**config.mk**
```make
export PLATFORM = sky130hd
export DESIGN_NAME = audio_clkgen
export DESIGN_NICKNAME = d
export VERILOG_FILES = /design/src/rtl/audio_clkgen.sv
export SDC_FILE = /design/constraint.sdc
export NUM_CORES = 1
export LEC_CHECK = 0
export ABC_AREA = 1
export ABC_CLOCK_PERIOD_IN_PS = 4500
export BUFFER_PORTS_ARGS = -buffer_cell sky130_fd_sc_hd__buf_4
export CAP_MARGIN = 10
export CORE_MARGIN = 2
export CORE_UTILIZATION = 64
export DETAILED_ROUTE_END_ITERATION = 12
export GPL_TIMING_DRIVEN = 0
export HOLD_SLACK_MARGIN = 0.1
export PLACE_DENSITY = 0.94
export SYNTH_ARGS = -nofsm -noshare
export SYNTH_HDL_FRONTEND = slang
export SYNTH_SLANG_ARGS = --single-unit
export TNS_END_PERCENT = 5
```
**constraint.sdc**
```tcl
create_clock -name clk -period 4.5 [get_ports clk]
set_input_delay 0.45 -clock clk [delete_from_list [all_inputs] [get_ports clk]]
set_output_delay 0.45 -clock clk [all_outputs]
set_load 0.05 [all_outputs]
```
**src/rtl/audio_clkgen.sv**
```systemverilog
module audio_clkgen #(
  parameter int BDIV_W = 8,
  parameter int FDIV_W = 7
) (
  input  logic        clk,
  input  logic        rst_n,
  input  logic        cfg_wr,
  input  logic [15:0] cfg_wdata,
  input  logic        aux_tick,
  input  logic        hs_tick,
  output logic        bit_tick,
  output logic        rx_en,
  output logic        frame_tick,
  output logic        fsync
);
  localparam int CW = BDIV_W + FDIV_W + 1;

  logic [CW-1:0]     cfg;
  logic [BDIV_W-1:0] bcnt, bdiv;
  logic [FDIV_W-1:0] fcnt, fdiv;
  logic [BDIV_W:0]   half;
  logic [BDIV_W-1:0] rx_idx;

  wire src_chg = cfg_wr && (cfg_wdata[0] != cfg[0]);
  wire sel     = cfg[0] ? hs_tick : aux_tick;

  assign half   = ({1'b0, bdiv} + 1'b1) >> 1;
  assign rx_idx = (bdiv == '0) ? '0 : half[BDIV_W-1:0] - 1'b1;

  always_ff @(posedge clk or negedge rst_n) begin
    if (!rst_n) begin
      cfg        <= '0;
      bcnt       <= '0;
      bdiv       <= '0;
      fcnt       <= '0;
      fdiv       <= '0;
      bit_tick   <= 1'b0;
      rx_en      <= 1'b0;
      frame_tick <= 1'b0;
      fsync      <= 1'b0;
    end else begin
      bit_tick   <= 1'b0;
      rx_en      <= 1'b0;
      frame_tick <= 1'b0;
      if (cfg_wr) cfg <= cfg_wdata[CW-1:0];
      if (src_chg) begin
        bcnt  <= '0;
        fcnt  <= '0;
        bdiv  <= cfg_wdata[CW-1:FDIV_W+1];
        fdiv  <= cfg_wdata[FDIV_W:1];
        fsync <= 1'b0;
      end else if (sel) begin
        rx_en <= (bcnt == rx_idx);
        if (bcnt == bdiv) begin
          bcnt       <= '0;
          bdiv       <= cfg[CW-1:FDIV_W+1];
          bit_tick   <= 1'b1;
          frame_tick <= (fcnt == '0);
          fsync      <= (fcnt == '0);
          if (fcnt == fdiv) begin
            fcnt <= '0;
            fdiv <= cfg[FDIV_W:1];
          end else begin
            fcnt <= fcnt + 1'b1;
          end
        end else begin
          bcnt <= bcnt + 1'b1;
        end
      end
    end
  end

  assert_tick_from_source_R3: assert property (@(posedge clk) disable iff (!rst_n)
    bit_tick |-> $past(sel));
  assert_bit_count_bound_R3: assert property (@(posedge clk) disable iff (!rst_n)
    bcnt <= bdiv);
  assert_frame_count_bound_R5: assert property (@(posedge clk) disable iff (!rst_n)
    fcnt <= fdiv);
  assert_frame_on_bit_R4: assert property (@(posedge clk) disable iff (!rst_n)
    frame_tick |-> (bit_tick && fsync));
  assert_fsync_holds_R6: assert property (@(posedge clk) disable iff (!rst_n)
    (!bit_tick && !$past(src_chg)) |-> $stable(fsync));
  assert_rx_once_R7: assert property (@(posedge clk) disable iff (!rst_n)
    rx_en |-> $past(sel));
  assert_restart_quiet_R9: assert property (@(posedge clk) disable iff (!rst_n)
    src_chg |=> (!bit_tick && !frame_tick && !fsync && !rx_en));
endmodule

```
==> results.yml <==
outcome:
  status: "completed"
clocking:
  cts_resized: 0
  cts_buffers: 5
  clkTransAtPathRegs_ns: 0.09
  tritoncts: "yes"
  postCtsSetupBuffers: 0
  clockBufferDepth: 2
  clock_sinks: 50
  cts_max_level: 2
  holdBufCountCts: 0
  root_buffer: "clkbuf_8"
  clk_latency_ns: 0.31
synthesis:
  synth_seq_cells: 50
  avgSynthCellArea_um2: 7.39
  synth_cell_types: 35
  synth_fp_nets: 434
  seq_area_frac_synth_pct: 41.6
  synth_area_um2: 3010
  yosysWarnings: 0
  syn_inst: 407
floorplanning:
  die_h_um: 72.6
  core_area_um2: 4440
  ios: 25
  rows: 24
  initial_utilization_pct: 67.7
  fp.dieW_um: 72.6
  die_area_um2: 5260
layout:
  fin_util_pct: 75.6
  diodes: 0
  drive_above_1_share_pct: 13.0
  most-common-layout-cells: "nand2_1 (105), inv_1 (53), dfrtp_1 (50)"
  finish.net_count: 465
  areaGrowthSynthToFinish_pct: 11.7
  final_common_cell: "nand2_1"
  fill_cells: 329
timing:
  worst_pin_slew_ns: 0.619
  hold_viol: 0
  rsz0062_at_grt: "false"
  min_period_ns: 2.02
  holdWs_ns: 0.148
  max_freq_mhz: 495
  slew_viol_final: 0
  fin_crit_sh_pct: 44.9
  skew_ns: 0.00696
  setup_violations: 0
  tns_ns: 0
  relSlewSlack_pct: 58.7
worst_setup_path:
  worstSetupStartpointType: "register"
  arrival_ns: 2.27
  path_class: "register to register"
  crit_path_max_fanout: 6
  end_kind: "register"
  worstPathRequired_ns: 4.75
run:
  cap_violations: 0
global_routing:
  grt_pass1_vias: 2718
  grt_pass1_wl_um: 11100
  grt_usage_pct: 26.9
  grt_max_degree: 51
  antenna_found_initial: 0
  met3_usage_pct: 4.44
  busiest_layer: "met2"
  grt_util_met2_pct: 48.6
  gr-usage-met1_pct: 31.7
  grt_overflow: 0
pwr:
  p_leak_uw: 0.00165
  power_density_nw_per_um2: 452
  ir_drop_v: 0.000293
route:
  via_per_inst: 5.62
  vias: 2760
  drc: 0
  drt_iter0_markers: 158
  ant_nets: 0
  wl_per_cell_um: 13.1
  drt_wl_total_um: 6460
  firstDrtPassIters: 5
min_path:
  hold_class: "primary input to asynchronous set/reset pin"
place:
  routabilityCongestion: 0.906
  port_buffers: 24
  place_hpwl_um: 4850
[power by group]
| group | switching, µW | internal (µW) |
|---|---|---|
| combinational | 342 | 223 |
| sequential | 93.8 | 544 |
| clock | 148 | 167 |
| total | 584 | 934 |
[worst max-delay path, cell delays in order (launching register included)]
cell     delay (ns)
dfrtp_1        0.47
inv_1          0.09
ha_1           0.30
inv_1          0.12
ha_1           0.19
nand3_1        0.10
nor2_1         0.18
nand2_1        0.11
nand3_1        0.09
nand2_1        0.05
nand2_1        0.07
nand3_1        0.08
nor2_1         0.10
[metal layers]
metal  up-vias  part of all wire [%]
li1       1375                     -
met1      1306                    44
met2        67                    51
met3        12                   3.7
met4         0                   2.0
met5         -                     0
[logic make-up (layout without fill, tap and decap cells)]
family | count (synthesis) | after routing | share of synthesized area (%)
flops | 50 | 50 | 41.6
simple gates | 204 | 204 | 30.6
fa+ha+maj | 6 | 6 | 2.50
buf+inv | 71 | 103 | 10.0
mux | 3 | 3 | 1.08
xor+xnor | 9 | 9 | 2.62
compound gates | 64 | 64 | 11.6
[cells in the mapped netlist (all sizes together)]
cell    instances  area share [%]
nand3          25             4.2
a31oi           1            0.21
mux2i           1            0.33
xor2            3            0.87
mux2            2            0.75
a211oi          1            0.25
nand4          13             2.7
o22ai           9             1.9
o21a            4             1.0
dfrtp          50              42
xnor2           6             1.7
buf             9             2.3
o21ai          27             4.5
nand2         108              14
nor3b           1            0.25
inv            57             7.1
a21oi          22             3.8
nand3b          1            0.25
clkinv          1            0.12
nor3           13             3.0
ha              6             2.5
clkbuf          4            0.50
nor2           42             5.9
nor4            1            0.21
[per-stage QoR]
stage               worst slack, ns  total power (µW)  instances  area (µm²)
finish                         2.48              1520        491        3360
global route                   2.19              1630        491        3360
CTS                            2.50              1520        491        3360
detailed placement             2.52              1200        483        3250
global placement               2.60              1170        483        3250
floorplan                      2.76              1060        407        3010
[sequential cells by signal (all words and copies together), names as in the netlist]
name        cells
bcnt            8
bit_tick        1
frame_tick      1
fsync           1
bdiv            8
fcnt            7
rx_en           1
fdiv            7
cfg            16
[area by class of cell]
cell class | instances | area (µm²) | share of cell area [%]
clock inverters | 1 | 30.0 | 0.894
multi-input cells | 286 | 1460 | 43.3
flip-flops and latches | 50 | 1250 | 37.2
repair buffers | 24 | 180 | 5.36
well taps | 52 | 65.1 | 1.94
plain buffers | 13 | 83.8 | 2.50
clock buffers | 7 | 76.3 | 2.27
inverters | 58 | 218 | 6.48
[final timing paths]
check                      depth (start not counted)                  end  slack [ns]           startpoint
max                                               12      rx_en$_DFF_PN0_        2.48  bdiv[0]$_DFFE_PN0P_
max reg2reg                                       12      rx_en$_DFF_PN0_        2.48  bdiv[0]$_DFFE_PN0P_
min in group clk                                   3   cfg[2]$_DFFE_PN0P_        0.36         cfg_wdata[2]
min reg2reg                                        2  bdiv[0]$_DFFE_PN0P_        0.52   cfg[8]$_DFFE_PN0P_
min                                                1  bdiv[5]$_DFFE_PN0P_        0.15                rst_n
max in group asynchronous                          1    fsync$_DFFE_PN0P_        3.93                rst_n
Power figures use the tool's default switching activity.
